===== src/rtl/ccc_pkg.sv =====
package ccc_pkg;
  localparam int CTRL_REG_W   = 16;
  localparam int CTRL_FIELD_W = 8;
  localparam int DIV_W        = 3;
  localparam int MAX_SHIFT    = (1 << DIV_W) - 1;
  localparam int CNT_W        = (MAX_SHIFT < 1) ? 1 : MAX_SHIFT;
  localparam int RST_CYCLES   = 16;
  localparam int AUX_N        = 4;
  // control field positions
  localparam int C_STOP   = 0;
  localparam int C_START  = 1;
  localparam int C_OP     = 2;
  localparam int C_SRST   = 3;
  localparam int C_AUX_LO = 4;
  // status field positions
  localparam int ST_RUN   = 8;
  localparam int ST_BUSY  = 15;
endpackage


===== src/rtl/ccc_strobe_decode.sv =====
module ccc_strobe_decode
  import ccc_pkg::*;
#(
  parameter int FW = CTRL_FIELD_W,
  parameter int AN = AUX_N
) (
  input  logic          clk,
  input  logic          rst,
  input  logic          wr_en,
  input  logic [FW-1:0] wdata,
  input  logic          busy,
  output logic          stop_req,
  output logic          start_req,
  output logic          srst_req,
  output logic          op_pulse,
  output logic [AN-1:0] aux_pulse
);
  logic take;
  assign take      = wr_en && !busy;
  assign srst_req  = take && wdata[C_SRST];
  assign stop_req  = take && !wdata[C_SRST] && wdata[C_STOP];
  // stop wins over start in the same write
  assign start_req = take && !wdata[C_SRST] && !wdata[C_STOP] && wdata[C_START];

  always_ff @(posedge clk) begin
    if (rst) begin
      op_pulse  <= 1'b0;
      aux_pulse <= '0;
    end else begin
      op_pulse  <= start_req && wdata[C_OP];
      aux_pulse <= (take && !wdata[C_SRST]) ? wdata[C_AUX_LO +: AN] : '0;
    end
  end
endmodule


===== src/rtl/ccc_reset_seq.sv =====
module ccc_reset_seq #(
  parameter int LEN = 16
) (
  input  logic clk,
  input  logic rst,
  input  logic kick,
  output logic busy
);
  localparam int W = $clog2(LEN + 1);
  logic [W-1:0] left;

  always_ff @(posedge clk) begin
    if (rst) begin
      busy <= 1'b0;
      left <= '0;
    end else if (kick) begin
      busy <= 1'b1;
      left <= W'(LEN - 1);
    end else if (busy) begin
      if (left == '0) busy <= 1'b0;
      else            left <= left - W'(1);
    end
  end
endmodule


===== src/rtl/ccc_clk_div.sv =====
module ccc_clk_div
  import ccc_pkg::*;
#(
  parameter int DW = DIV_W,
  parameter int CW = CNT_W
) (
  input  logic          clk,
  input  logic          rst,
  input  logic          clr,
  input  logic          div_wr,
  input  logic [DW-1:0] div_val,
  input  logic          start,
  input  logic          stop,
  output logic          card_clk,
  output logic          running
);
  logic [DW-1:0] div_q, div_act;
  logic [CW-1:0] cnt;
  logic          pend;
  logic [CW:0]   span_m1;
  logic          at_end;

  assign span_m1 = ((CW+1)'(1) << div_act) - (CW+1)'(1);
  assign at_end  = running && (cnt == span_m1[CW-1:0]);

  always_ff @(posedge clk) begin
    if (rst || clr) begin
      div_q    <= '0;
      div_act  <= '0;
      running  <= 1'b0;
      card_clk <= 1'b0;
      cnt      <= '0;
      pend     <= 1'b0;
    end else begin
      if (div_wr) div_q <= div_val;
      if (running) begin
        if (at_end) begin
          cnt      <= '0;
          card_clk <= !card_clk;
          if (!card_clk) div_act <= div_q;   // new value at a rising edge
          if (card_clk && pend) begin
            running  <= 1'b0;
            card_clk <= 1'b0;
            pend     <= 1'b0;
          end
        end else begin
          cnt <= cnt + CW'(1);
        end
      end
      if (stop && running) begin
        if (!card_clk || at_end) begin
          running  <= 1'b0;
          card_clk <= 1'b0;
          cnt      <= '0;
          pend     <= 1'b0;
        end else begin
          pend <= 1'b1;
        end
      end else if (start && !running) begin
        running  <= 1'b1;
        card_clk <= 1'b0;
        cnt      <= '0;
        pend     <= 1'b0;
        div_act  <= div_q;
      end
    end
  end
endmodule


===== src/rtl/card_clk_ctrl.sv =====
module card_clk_ctrl
  import ccc_pkg::*;
(
  input  logic                    clk,
  input  logic                    rst,
  input  logic                    ctrl_wr_i,
  input  logic [CTRL_FIELD_W-1:0] ctrl_wdata_i,
  input  logic                    div_wr_i,
  input  logic [DIV_W-1:0]        div_wdata_i,
  output logic [CTRL_REG_W-1:0]   ctrl_rdata_o,
  output logic [CTRL_REG_W-1:0]   status_o,
  output logic                    card_clk_o,
  output logic                    op_start_o,
  output logic [AUX_N-1:0]        aux_pulse_o
);
  logic busy, stop_req, start_req, srst_req, running;

  ccc_strobe_decode #(.FW(CTRL_FIELD_W), .AN(AUX_N)) u_dec (
    .clk(clk), .rst(rst), .wr_en(ctrl_wr_i), .wdata(ctrl_wdata_i), .busy(busy),
    .stop_req(stop_req), .start_req(start_req), .srst_req(srst_req),
    .op_pulse(op_start_o), .aux_pulse(aux_pulse_o)
  );

  ccc_reset_seq #(.LEN(RST_CYCLES)) u_rseq (
    .clk(clk), .rst(rst), .kick(srst_req), .busy(busy)
  );

  ccc_clk_div #(.DW(DIV_W), .CW(CNT_W)) u_div (
    .clk(clk), .rst(rst), .clr(srst_req),
    .div_wr(div_wr_i && !busy), .div_val(div_wdata_i),
    .start(start_req), .stop(stop_req),
    .card_clk(card_clk_o), .running(running)
  );

  always_comb begin
    status_o          = '0;
    status_o[ST_RUN]  = running;
    status_o[ST_BUSY] = busy;
  end

  assign ctrl_rdata_o = '0;
endmodule


===== config.mk =====
export PLATFORM = sky130hd
export DESIGN_NAME = card_clk_ctrl
export DESIGN_NICKNAME = d
export VERILOG_FILES = /design/src/rtl/ccc_pkg.sv /design/src/rtl/ccc_strobe_decode.sv /design/src/rtl/ccc_reset_seq.sv /design/src/rtl/ccc_clk_div.sv /design/src/rtl/card_clk_ctrl.sv
export SDC_FILE = /design/constraint.sdc
export NUM_CORES = 1
export LEC_CHECK = 0
export BUFFER_PORTS_ARGS = -buffer_cell sky130_fd_sc_hd__buf_2
export CORE_ASPECT_RATIO = 1.5
export CORE_MARGIN = 5
export CORE_UTILIZATION = 25
export DETAILED_ROUTE_END_ITERATION = 10
export MAX_ROUTING_LAYER = met4
export SYNTH_ARGS = -nofsm -noshare
export SYNTH_HDL_FRONTEND = slang
export SYNTH_SLANG_ARGS = --single-unit

===== constraint.sdc =====
create_clock -name clk -period 6.5 [get_ports clk]
set_input_delay 0.65 -clock clk [delete_from_list [all_inputs] [get_ports clk]]
set_output_delay 0.65 -clock clk [all_outputs]
set_load 0.1 [all_outputs]

Word level (Yosys, flattened, before mapping). Cells that the tools add are included.

Output and inout bits: 38. Input bits: 15. Register bits after elaboration: 27. Logic and storage cells: 82.

Add/subtract/negate cells: 3. Bitwise gates (word level): 2. Shifts and indexed selects: 1. Equal/unequal tests: 2. Reductions and logical operators: 29. Muxes and demuxes: 34.

Operator list (count): 2-to-1 mux 7 bit (5); 2-to-1 mux 1 bit (21); 2-to-1 mux 3 bit (5); logical AND 1 bit (12); 2-to-1 mux 4 bit (3); nonzero test 3 bit (3); adder 7 x 1 -> 7 bit (second input constant) (1); equality test 7 bit (1); << shifter 1 x 3 -> 7 bit (first input constant) (1); subtractor 7 x 2 -> 7 bit (second input constant) (1); zero test 1 bit (5); zero test 5 bit (1); subtractor 5 x 1 -> 5 bit (second input constant) (1); AND reduction 2 bit (2); OR reduction 2 bit (2); AND reduction 3 bit (1); logical OR 1 bit (2); != test 2 x 1 -> 1 bit (second input constant) (1); NOT 1 bit (2); nonzero test 2 bit (1).

Longest topological paths before layout. Gate-level depths: netlist of the first run.

Depth in word-level cells: 8. Mapped depth: 10. Gate-level depth less buffers: 9.

Modules after synthesis. From an unflattened synthesis of the first run, not the netlist that was laid out.

Cells, all modules: 191. Area total of the unflattened synthesis: 1704.1 µm².

By module, submodules not included: ccc_clk_div (seq. area each 320.3 µm², cells an instance 108, instances 1, area an instance 948.4 µm²); ccc_reset_seq (seq. area each 120.1 µm², cells an instance 33, instances 1, area an instance 309.0 µm²); card_clk_ctrl (seq. area each 0.0 µm², cells an instance 34, instances 1, area an instance 257.7 µm²); ccc_strobe_decode (seq. area each 100.1 µm², cells an instance 16, instances 1, area an instance 188.9 µm²).

Worst setup path after synthesis of the first run. No wires, ideal clock.

Path type: register -> register. From: register u_div.div_act[2]. To: register u_div.card_clk. Period minus slack after synthesis: 2.608 ns. Path buffers: 1. Setup slack: 3.892 ns. Cell stages (with the launch flop): 10. Library setup time: 0.079 ns. Arrival time: 2.528 ns. Required time: 6.421 ns. Path through: dfxtp_1 -> buf_6 -> or3_1 -> ha_1 -> or4b_4 -> nand3_2 -> xnor2_2 -> nand3_2 -> or3_1 -> a211oi_2.

Word-level cells in the longest chain between the ends: 8. Elaborated cells on any way between the ends: 10. Those cells by class: add/sub (1); eq/ne (1); shift (1); mux (5); reduce/logical (2).

RTL lines: start, declared (RTL line ccc_clk_div.sv:17) `logic [DW-1:0] div_q, div_act;`; start signal, assigned (RTL line ccc_clk_div.sv:40) `if (!card_clk) div_act <= div_q;`; start signal, assigned (RTL line ccc_clk_div.sv:64) `div_act <= div_q;`; << shifter 1 x 3 -> 7 bit * (RTL line ccc_clk_div.sv:23) `assign span_m1 = ((CW+1)'(1) << div_act) - (CW+1)'(1);`; subtractor 7 x 2 -> 7 bit * (RTL line ccc_clk_div.sv:23); equality test 7 bit * (RTL line ccc_clk_div.sv:24) `assign at_end = running && (cnt == span_m1[CW-1:0]);`; logical AND 1 bit * (RTL line ccc_clk_div.sv:24); 2-to-1 mux 1 bit (RTL line ccc_clk_div.sv:37) `if (at_end) begin`; 2-to-1 mux 1 bit (RTL line ccc_clk_div.sv:36) `if (running) begin`; 2-to-1 mux 1 bit (on tied branches) (RTL line ccc_clk_div.sv:59, ccc_clk_div.sv:51); 2-to-1 mux 1 bit * (RTL line ccc_clk_div.sv:50) `if (stop && running) begin`; end signal, assigned (RTL line ccc_clk_div.sv:39) `card_clk <= !card_clk;`; end, declared (RTL line ccc_clk_div.sv:14) `output logic card_clk,`.

Mark *: on every way between the ends. The rest lies on a longest branch, timed or not. A chain may end at the register's enable or synchronous reset.

Worst setup path after layout of the first run. Same ends and word-level chain as after synthesis.

==> results of run 1 <==
-- synthesized netlist by cell type, types with 2 or more instances --
master	number	share of area (%)
inv_1	5	1.1
xnor2_1	6	3.2
nand2b_1	4	1.5
dfxtp_1	27	32
o211ai_1	6	2.7
mux2i_1	3	1.8
a21oi_1	13	3.9
clkbuf_1	4	0.90
nor2b_1	3	1.1
ha_1	3	2.3
or3b_1	2	1.1
and2_1	4	1.5
nand2_1	11	2.5
nand4b_1	2	1.1
nand3b_1	2	0.90
a211oi_2	2	1.5
xor2_1	6	3.2
nor3_1	6	1.8
nand3_2	2	1.2
nor4_1	3	1.1
and3_1	3	1.1
nand3_1	3	0.90
or3_1	3	1.1
buf_4	32	14
nor2_1	13	2.9
buf_6	3	2.0
nand4_1	3	1.1
-- layer usage --
layer  vias up  routed length (um)
met5         -                   0
met4         0                  55
met3         6                 212
met2        43                1611
met1       567                1398
li1        630                   -
-- path summary, 6_finish.rpt --
kind               startpoint  slack, ns  cells after the start               end
max reg2reg  u_div.div_act[2]       3.71                      8    u_div.card_clk
max          u_div.div_act[2]       3.71                      8    u_div.card_clk
min reg2reg    u_div.div_q[1]       0.49                      2  u_div.div_act[1]
min            u_div.div_q[1]       0.49                      2  u_div.div_act[1]
-- per-stage QoR --
stage | total power [mW] | utilization, %
floorplan | 0.3278 | -
global placement | 0.3265 | 26.10
detailed placement | 0.3273 | 26.10
CTS | 0.4255 | 26.81
global route | 0.4406 | 26.81
finish | 0.4208 | 26.81
-- state kept, by name, summed over array words and instances, names as in the netlist --
signal	flops
u_div.cnt	7
u_div.card_clk	1
u_dec.op_pulse	1
u_div.pend	1
u_rseq.busy	1
u_div.div_q	3
u_div.running	1
u_dec.aux_pulse	4
u_div.div_act	3
u_rseq.left	5
-- cells by family after synthesis --
group | synth area share, %
flops | 32.41
mux | 1.801
buf+inv | 18.45
fa+ha+maj | 2.251
other cells | 0.2248
simple gates | 26.18
compound gates | 11.40
xor+xnor | 7.277
-- layout make-up --
type / instances / area share [%]
inverters: 5 / 1.079
clock inverters: 1 / 0.2878
flip-flops and latches: 27 / 31.08
repair buffers: 22 / 6.331
well taps: 76 / 5.468
clock buffers: 3 / 2.374
multi-input cells: 148 / 53.38
-- power groups by stage --
stage | logic, mW | clock network [mW] | registers [mW]
3_3_place_gp | 0.141 | 0 | 0.185
4_1_cts | 0.142 | 0.102 | 0.182
2_1_floorplan | 0.137 | 0 | 0.191
5_1_grt | 0.149 | 0.108 | 0.183
3_5_place_dp | 0.142 | 0 | 0.186
6_report | 0.142 | 0.0972 | 0.182
-- worst min-delay path, delay by kind of cell (launching register included) --
kind / cells / cell delay [ns]
flip-flops: 1 / 0.32
AO/OA/AOI/OAI: 1 / 0.08
AND/OR/NAND/NOR: 1 / 0.05
-- layout by cell type (no fill, tap or decap), types with 3 or more instances in the layout --
cell type and instances:
conb_1 30, dfxtp_1 27, buf_2 22, nor2_1 13, a21oi_1 13, nand2_1 11
xnor2_1 6, o211ai_1 6, xor2_1 6, nor3_1 6, inv_1 5, nand2b_1 4
and2_1 4, or3_1 3, nor2b_1 3, nand4_1 3, nand3_1 3, and3_1 3
nor4_1 3, mux2i_1 3, ha_1 3, clkbuf_8 3
==> impl_metrics.toml, run 1 <==
[clock_tree]
cts_setup_buffers = 0
clk_path_buf_depth = 2
path_clk_slew_ns = 0.10
cts_buffers = 3
cts_root_buf = "clkbuf_8"
cts_tree = "built"
clock_latency_ns = 0.28
holdBufCountCts = 0
cts_resized = 0
clkSinkCount = 27
htree_levels = 1

[sta]
slew_viol_final = 0
layout_setup_ws_ns = 3.715
fmax_ghz = 0.3590
setup_tns_ns = 0
finalHoldViolCount = 0
finalCritPeriodShare_pct = 42.85
slew_headroom_pct = 59.83
fin_skew_ns = 0.007748
setup_violations = 0
hold_ws_ns = 0.4871
grt_setup_unrepaired = "no"
tightest_slew_ns = 0.5979
period_needed_ns = 2.785

[power_and_ir_drop]
power_frac_seq_pct = 43.2
power_density_nw_per_um2 = 241.9
intPower_mw = 0.2380
p_sw_mw = 0.1828
ir_drop_uv = 123.6
power.leakage_nw = 0.7328
switching_share_pct = 43.43
clock_power_share_pct = 23.1
p_comb_share_pct = 33.7

[worst_setup_path]
cp_top_family = "simple AND/OR/NAND/NOR gates"
worst-path-max-fanout = 14
slowest_stage = "or4b_4"
worstPathRequired_ns = 6.70
crit_chain = "or3_1 -> ha_1 -> or4b_4 -> nand3_2 -> xnor2_2 -> nand3_2 -> or3_1 -> a211oi_2"
crit_type = "reg -> reg"
endpoint_kind = "register"
worstSetupStartpointType = "register"
worstPathArrival_ns = 2.99
critical_path.max_stage_delay_ns = 0.55
path_buf_inv = 0

[logic_synthesis]
async_reset_ff_share_pct = 0
syn_avg_cell_area_um2 = 8.778
syn-cell-area_um2 = 1668
synth_seq_cells = 27
synthCells = 190
ys.flop_type = "dfxtp_1"
synth_edf_count = 0
seq_area_frac_synth_pct = 32.41
ys_warn_count = 0
synth_cell_types = 43

[detailed_routing]
drc = 0
vias = 1246
first_pass_iters = 4
ant_nets = 0
wl_per_cell_um = 11.62
routed_wl_mm = 3.277
drt_iter0_drc = 55
viasPerCell = 4.418

[global_route]
overflow = 0
grt_max_degree = 16
busiest_layer = "met2"
antenna_found_initial = 0
grt_pass1_wl_mm = 5.361
grt.total_usage_pct = 7.937
grt_util_met3_pct = 1.707
met1_usage_pct = 9.023
grt_pass1_vias = 1136
use_met2_pct = 13.49

[die]
die_area_um2 = 8439
initial_core_util_pct = 25.71
die_h_um = 110.0
core_um2 = 6486
io_pins = 53
rows = 36
die_x_um = 76.69

[place]
port_buffers = 22
placed_area_um2 = 1693
place_congestion = 0.7756
preCtsSetupSlack_ns = 3.734
dp_cells = 278
dp_hpwl_mm = 2.563

[cells_and_area]
drive_gt1_share_pct = 17.48
nets = 225
design_area_um2 = 1739
area.growth.synth_to_final_pct = 4.276
seq_area_um2 = 540.5
finalNonFillerCells = 282
fillers = 723
n_antenna_cell = 0
multiInputGateArea_um2 = 928.4

[run]
drv_cap = 0

[status]
status = "complete, no violations"

[hold_path]
hold_path_class = "reg -> reg"
Power figures use the tool's default switching activity.
==> inputs of run 2 (changes only) <==
==> constraint.sdc (replaced) <==
create_clock -name clk -period 2.2 [get_ports clk]
set_input_delay 0.22 -clock clk [delete_from_list [all_inputs] [get_ports clk]]
set_output_delay 0.22 -clock clk [all_outputs]
set_load 0.1 [all_outputs]
==> run 2 against run 1 <==
  * The flow now finishes with violations (negative setup slack)
  * Global-route usage up 0.59 points
  * Via count grew 9.4%
  * Critical path depth unchanged
  * Final cell count is 6.4% higher
  * First-iteration DRC count down 65%
  * Largest power group unchanged
  * Highest routed layer unchanged
==> impl_metrics.toml, run 2 (same netlist as run 1, synthesis figures left out) <==
[status]
status = "finished with violations"
violations = "negative setup slack"

[global_route]
grt_pass1_vias = 1338
grt.total_usage_pct = 8.531
grt_max_degree = 15
overflow = 0
grt_pass1_wl_mm = 5.830
antenna_found_initial = 0

[die]
io_pins = 53
die_h_um = 110.0
core_um2 = 6486
die_area_um2 = 8439
rows = 36
initial_core_util_pct = 25.71
die_x_um = 76.69

[sta]
grt_setup_unrepaired = "yes"
setup_tns_ns = -0.8169
slew_viol_final = 0
fmax_ghz = 0.4302
layout_setup_ws_ns = -0.1244
finalCritPeriodShare_pct = 105.7
tightest_slew_ns = 0.5893
slew_headroom_pct = 60.30
finalHoldViolCount = 0
period_needed_ns = 2.324
fin_skew_ns = 0.002718
setup_violations = 12

[worst_setup_path]
critPathLaunch = "u_div.div_act[1]"
worstPathRequired_ns = 2.40
worstPathArrival_ns = 2.52
timing.rr.end = "u_div.card_clk"
endpoint_kind = "register"
critical_path.max_stage_delay_ns = 0.49
crit_type = "reg -> reg"
r2r_setup_slack_ns = -0.12
crit_chain = "or3_4 -> ha_4 -> or4b_4 -> nand3_4 -> xnor2_4 -> nand3_2 -> or3_1 -> a211oi_2"
slowest_stage = "or4b_4"
worstSetupStartpointType = "register"
r2r_start = "u_div.div_act[1]"
rr_worst_depth = 8
worst-path-max-fanout = 5

[place]
dp_hpwl_mm = 2.842
preCtsSetupSlack_ns = -0.1729
placed_area_um2 = 1833
port_buffers = 22
place_congestion = 0.8410

[clock_tree]
clock_latency_ns = 0.27
holdBufCountCts = 0
cts_root_buf = "clkbuf_8"
clk_path_buf_depth = 2
cts_tree = "built"
clkSinkCount = 27
htree_levels = 1
cts_buffers = 3
path_clk_slew_ns = 0.09

[hold_path]
min_from = "ctrl_wdata_i[5]"
hold_end = "u_dec.aux_pulse[1]"
hold_path_class = "in -> reg"
holdPathStages = 2

[power_and_ir_drop]
p_comb_share_pct = 37.1
ir_drop_uv = 234.6
intPower_mw = 0.7390
switching_share_pct = 42.39
power_density_nw_per_um2 = 637.9
p_sw_mw = 0.5437
power_frac_seq_pct = 41.3
power.leakage_nw = 0.8419
power_mw = 1.283
clock_power_share_pct = 21.5

[detailed_routing]
drt_iter0_drc = 19
routed.top_layer = "met4"
route.met2.wl_mm = 1.923
first_pass_iters = 4
wl_met1_mm = 1.392
wl_per_cell_um = 12.04
dr_wl_met3_um = 234
routed_wl_mm = 3.611
ant_nets = 0
vias = 1363
viasPerCell = 4.543
drc = 0

[cells_and_area]
fillers = 694
reg_top3 = "u_div.cnt (7), u_rseq.left (5), u_dec.aux_pulse (4)"
largest_reg_flops = 7
n_antenna_cell = 0
area.growth.synth_to_final_pct = 20.56
layout_common_cells = "conb_1 (30), dfxtp_1 (25), buf_2 (22), buf_4 (15), a21oi_1 (12)"
design_area_um2 = 2011
final_common_cell = "conb_1"
regMostFlops = "u_div.cnt"
nets = 243
drive_gt1_share_pct = 32.59

[run]
drv_cap = 0
run 2: power by group through the flow:
stage | Clock [mW] | Sequential (mW) | Combinational [mW]
6_report | 0.276 | 0.530 | 0.476
5_1_grt | 0.309 | 0.534 | 0.501
4_1_cts | 0.295 | 0.530 | 0.468
3_5_place_dp | 0 | 0.542 | 0.457
3_3_place_gp | 0 | 0.542 | 0.454
2_1_floorplan | 0 | 0.564 | 0.406
run 2: routing by layer:
layer	vias to the layer above	global-route usage (%)
met3	7	1.707
met4	0	3.125
li1	668	-
met5	-	-
met2	50	15.92
met1	638	8.810
run 2: how the worst max path moves through the flow:
stage,to,slack [ns],depth (start not counted)
CTS,u_div.card_clk,-0.16,8
finish,u_div.card_clk,-0.12,8
detailed placement,u_div.card_clk,-0.17,9
global route,u_div.cnt[5],-0.19,10
global placement,u_div.card_clk,-0.12,9
floorplan,u_div.card_clk,-0.27,9
run 2: repair_timing:
item / CTS / global route
pin swaps: 15 / 8
setup buffers: 3 / 0
setup endpoints to repair: 13 / 13
resized for setup: 9 / 13
run 2: cell type report:
| class | instances | area (um^2) | share of cell area (%) |
|---|---|---|---|
| Multi-Input combinational cell | 148 | 1052 | 52.33 |
| Inverter | 5 | 18.77 | 0.9334 |
| Tap cell | 76 | 95.09 | 4.729 |
| Timing Repair Buffer | 40 | 256.5 | 12.76 |
| Sequential cell | 27 | 543.0 | 27.01 |
| Clock buffer | 4 | 45.04 | 2.240 |
run 2: worst max-delay path: cells and delay by family, from the launching register on:
| kind | cells | cell delay [ns] |
|---|---|---|
| and+or+nand+nor | 5 | 1.42 |
| DFF | 1 | 0.33 |
| adders and majority gates | 1 | 0.19 |
| AOI/OAI and AO/OA | 1 | 0.18 |
| xor gates and xnor gates | 1 | 0.14 |
run 2: metrics by stage:
step | cells | hold WS, ns | util, %
global route | 300 | 0.1409 | 31.00
detailed placement | 294 | 0.4263 | 28.26
global placement | 294 | 0.4222 | 28.26
CTS | 301 | 0.1372 | 29.92
finish | 300 | 0.1467 | 31.00
floorplan | 219 | 0.3391 | -
==> inputs of run 3 (changes only) <==
--- a/config.mk
+++ b/config.mk
@@ -5,6 +5,7 @@
 export SDC_FILE = /design/constraint.sdc
 export NUM_CORES = 1
 export LEC_CHECK = 0
+export ABC_AREA = 1
 export BUFFER_PORTS_ARGS = -buffer_cell sky130_fd_sc_hd__buf_2
 export CORE_ASPECT_RATIO = 1.5
 export CORE_MARGIN = 5
==> run 3 against run 2 <==
  * The run now ends clean
  * Critical path depth up 6
  * Largest power group unchanged
  * Largest cell class unchanged
  * Combinational power down 8.8%
  * Critical path type unchanged
  * Synthesized cell count up 41%
  * Utilization down 3.4 points
  * Register-to-register slack better by 0.35 ns
  * Clock skew up 0.0019 ns
  * Non-clock buffer count down 16
  * Total power down 3.1%
  * Clock-buffer cell count unchanged
  * Sequential power down 2%
==> impl_metrics.toml, run 3 <==
[status]
status = "complete, no violations"

[power_and_ir_drop]
power.leakage_nw = 0.9548
switching_share_pct = 43.21
power_frac_seq_pct = 42.0
ir_drop_uv = 407.8
intPower_mw = 0.7059
power_density_nw_per_um2 = 657.4
clock_power_share_pct = 23.1
p_sw_mw = 0.5370
p_comb_share_pct = 34.9

[die]
die_x_um = 78.52
initial_core_util_pct = 25.69
io_pins = 53
die_h_um = 112.8
core_um2 = 6852
die_area_um2 = 8855
rows = 37

[hold_path]
hold_path_class = "in -> reg"

[sta]
finalHoldViolCount = 0
setup_violations = 0
slew_headroom_pct = 63.48
fmax_ghz = 0.5076
slew_viol_final = 0
tightest_slew_ns = 0.5437
fin_skew_ns = 0.004661
finalCritPeriodShare_pct = 89.56
period_needed_ns = 1.970

[clock_tree]
cts_tree = "built"
clock_latency_ns = 0.28
cts_setup_buffers = 0
cts_buffers = 3
cts_root_buf = "clkbuf_8"
path_clk_slew_ns = 0.09
clkSinkCount = 27
htree_levels = 1
clk_path_buf_depth = 2

[logic_synthesis]
synth_seq_cells = 27
ys_warn_count = 0
synth_xor_area_share_pct = 0.9950
ys_top_cells_by_count = "nand2_1 (63), inv_1 (44), buf_4 (32)"
async_reset_ff_share_pct = 0
syn-cell-area_um2 = 1760
synth_top_family_by_area = "simple AND/OR/NAND/NOR gates"
yosysMostFrequentCell = "nand2_1"
synth-compound-area-share_pct = 6.468
synth_fa_ha_area_share_pct = 2.132
synth.area.mux_share_pct = 0
synth_edf_count = 0
ys.flop_type = "dfxtp_1"
synth_area_leader_cell = "dfxtp_1"
synth_cell_types = 29
syn_avg_cell_area_um2 = 6.569
ys_top_cells_by_area = "dfxtp_1 (31%), buf_4 (14%), nand2_1 (13%)"
synthSimpleGateAreaFrac_pct = 35.11
seq_area_frac_synth_pct = 30.70
yosysTopAreaCellShare_pct = 30.70
synthCells = 268

[worst_setup_path]
crit_cells = 14
r2r_start = "u_div.div_act[1]"
slowest_stage = "dfxtp_2"
critical_path.max_stage_delay_ns = 0.37
cp_top_family = "simple AND/OR/NAND/NOR gates"
critPathLaunch = "u_div.div_act[1]"
crit_path_end = "u_div.cnt[5]"
timing.rr.end = "u_div.cnt[5]"
worstSetupStartpointType = "register"
worstPathRequired_ns = 2.38
rr_worst_depth = 14
crit_type = "reg -> reg"
r2r_setup_slack_ns = 0.23
endpoint_kind = "register"
crit_chain = "nor2_4 -> nand2_2 -> ha_1 -> inv_1 -> nand2_1 -> nand3_1 -> nor2_2 -> nand2_1 -> nor2_4 -> nand3_4 -> nand3_2 -> nand2_2 -> nand2_4 -> nor2_1"
worst-path-max-fanout = 10
worstPathArrival_ns = 2.15
path_buf_inv = 1

[detailed_routing]
ant_nets = 0
first_pass_iters = 4
wl_per_cell_um = 9.911
vias = 1536
drc = 0
drt_iter0_drc = 42
routed_wl_mm = 3.657
viasPerCell = 4.163

[cells_and_area]
largest_reg_flops = 7
regMostFlops = "u_div.cnt"
area.growth.synth_to_final_pct = 7.391
layout_common_cells = "nand2_1 (63), inv_1 (44), conb_1 (30), nor2_1 (27), dfxtp_1 (25)"
n_antenna_cell = 0
finalNonFillerCells = 369
design_area_um2 = 1891
drive_gt1_share_pct = 16.49
final_common_cell = "nand2_1"
nets = 310
reg_top3 = "u_div.cnt (7), u_rseq.left (5), u_dec.aux_pulse (4)"

[place]
port_buffers = 22
placed_area_um2 = 1836
dp_cells = 365
place_congestion = 0.8556
dp_hpwl_mm = 3.036

[global_route]
grt_pass1_wl_mm = 6.078
grt_pass1_vias = 1459
grt_max_degree = 15
antenna_found_initial = 0
overflow = 0
grt.total_usage_pct = 8.603

[run]
drv_cap = 0
[run 3: logic make-up (layout without fill, tap and decap cells)]
family,Yosys count,in the layout
AOI/OAI and AO/OA,21,21
xor gates and xnor gates,2,2
DFF,27,27
and+or+nand+nor,134,134
buffers and inverters,80,74
adders and majority gates,3,3
other,1,30
[run 3: how the worst min path moves through the flow]
stage	start	end	slack (ns)	cells after the start
2_1_floorplan	rst	u_rseq.busy	0.29	1
6_report	ctrl_wdata_i[5]	u_dec.aux_pulse[1]	0.15	3
4_1_cts	ctrl_wdata_i[5]	u_dec.aux_pulse[1]	0.14	3
5_1_grt	ctrl_wdata_i[5]	u_dec.aux_pulse[1]	0.15	3
3_3_place_gp	ctrl_wdata_i[5]	u_dec.aux_pulse[1]	0.43	3
3_5_place_dp	ctrl_wdata_i[5]	u_dec.aux_pulse[1]	0.44	3
[run 3: layout make-up]
class,instances,area (um^2)
fill,770,4961
multi-input combinational,190,907.1
sequential,27,543.0
inverter,46,172.7
timing repair buffer,24,125.1
tap,78,97.59
clock buffer,4,45.04
[run 3: through the flow]
| stage | power, mW | utilization (%) | hold WS [ns] | setup slack (ns) | TNS (ns) |
|---|---|---|---|---|---|
| 2_1_floorplan | 0.9594 | - | 0.2891 | 0.3200 | 0 |
| 3_3_place_gp | 0.9595 | 26.79 | 0.4343 | 0.2264 | 0 |
| 3_5_place_dp | 0.9642 | 26.79 | 0.4383 | 0.1646 | 0 |
| 4_1_cts | 1.251 | 27.45 | 0.1394 | 0.1426 | 0 |
| 5_1_grt | 1.308 | 27.59 | 0.1493 | -0.005830 | -0.005830 |
| 6_report | 1.243 | 27.59 | 0.1455 | 0.2298 | 0 |
[run 3: routing by layer]
metal / share of wire [%] / vias up / GRT usage (%) / wire length, um
li1: - / 804 / - / -
met1: 38 / 677 / 8.480 / 1389
met2: 53 / 48 / 16.34 / 1956
met3: 6.0 / 7 / 0.7962 / 218
met4: 2.5 / 0 / 4.434 / 93
met5: 0 / - / - / 0
[run 3: what timing repair did]
| item | CTS | global route |
|---|---|---|
| hold buffers | 0 | 0 |
| resized for setup | 0 | 4 |
| endpoints found under the setup margin | 0 | 11 |
[run 3: power groups by stage]
stage	clock [mW]	combinational (mW)	sequential, mW
4_1_cts	0.297	0.432	0.521
3_5_place_dp	0	0.431	0.533
6_report	0.287	0.434	0.522
2_1_floorplan	0	0.412	0.548
5_1_grt	0.319	0.465	0.525
3_3_place_gp	0	0.427	0.532
[run 3: worst min-delay path, stage by stage]
cell,delay (ns)
buf_2,0.09
inv_1,0.04
nor2_1,0.03
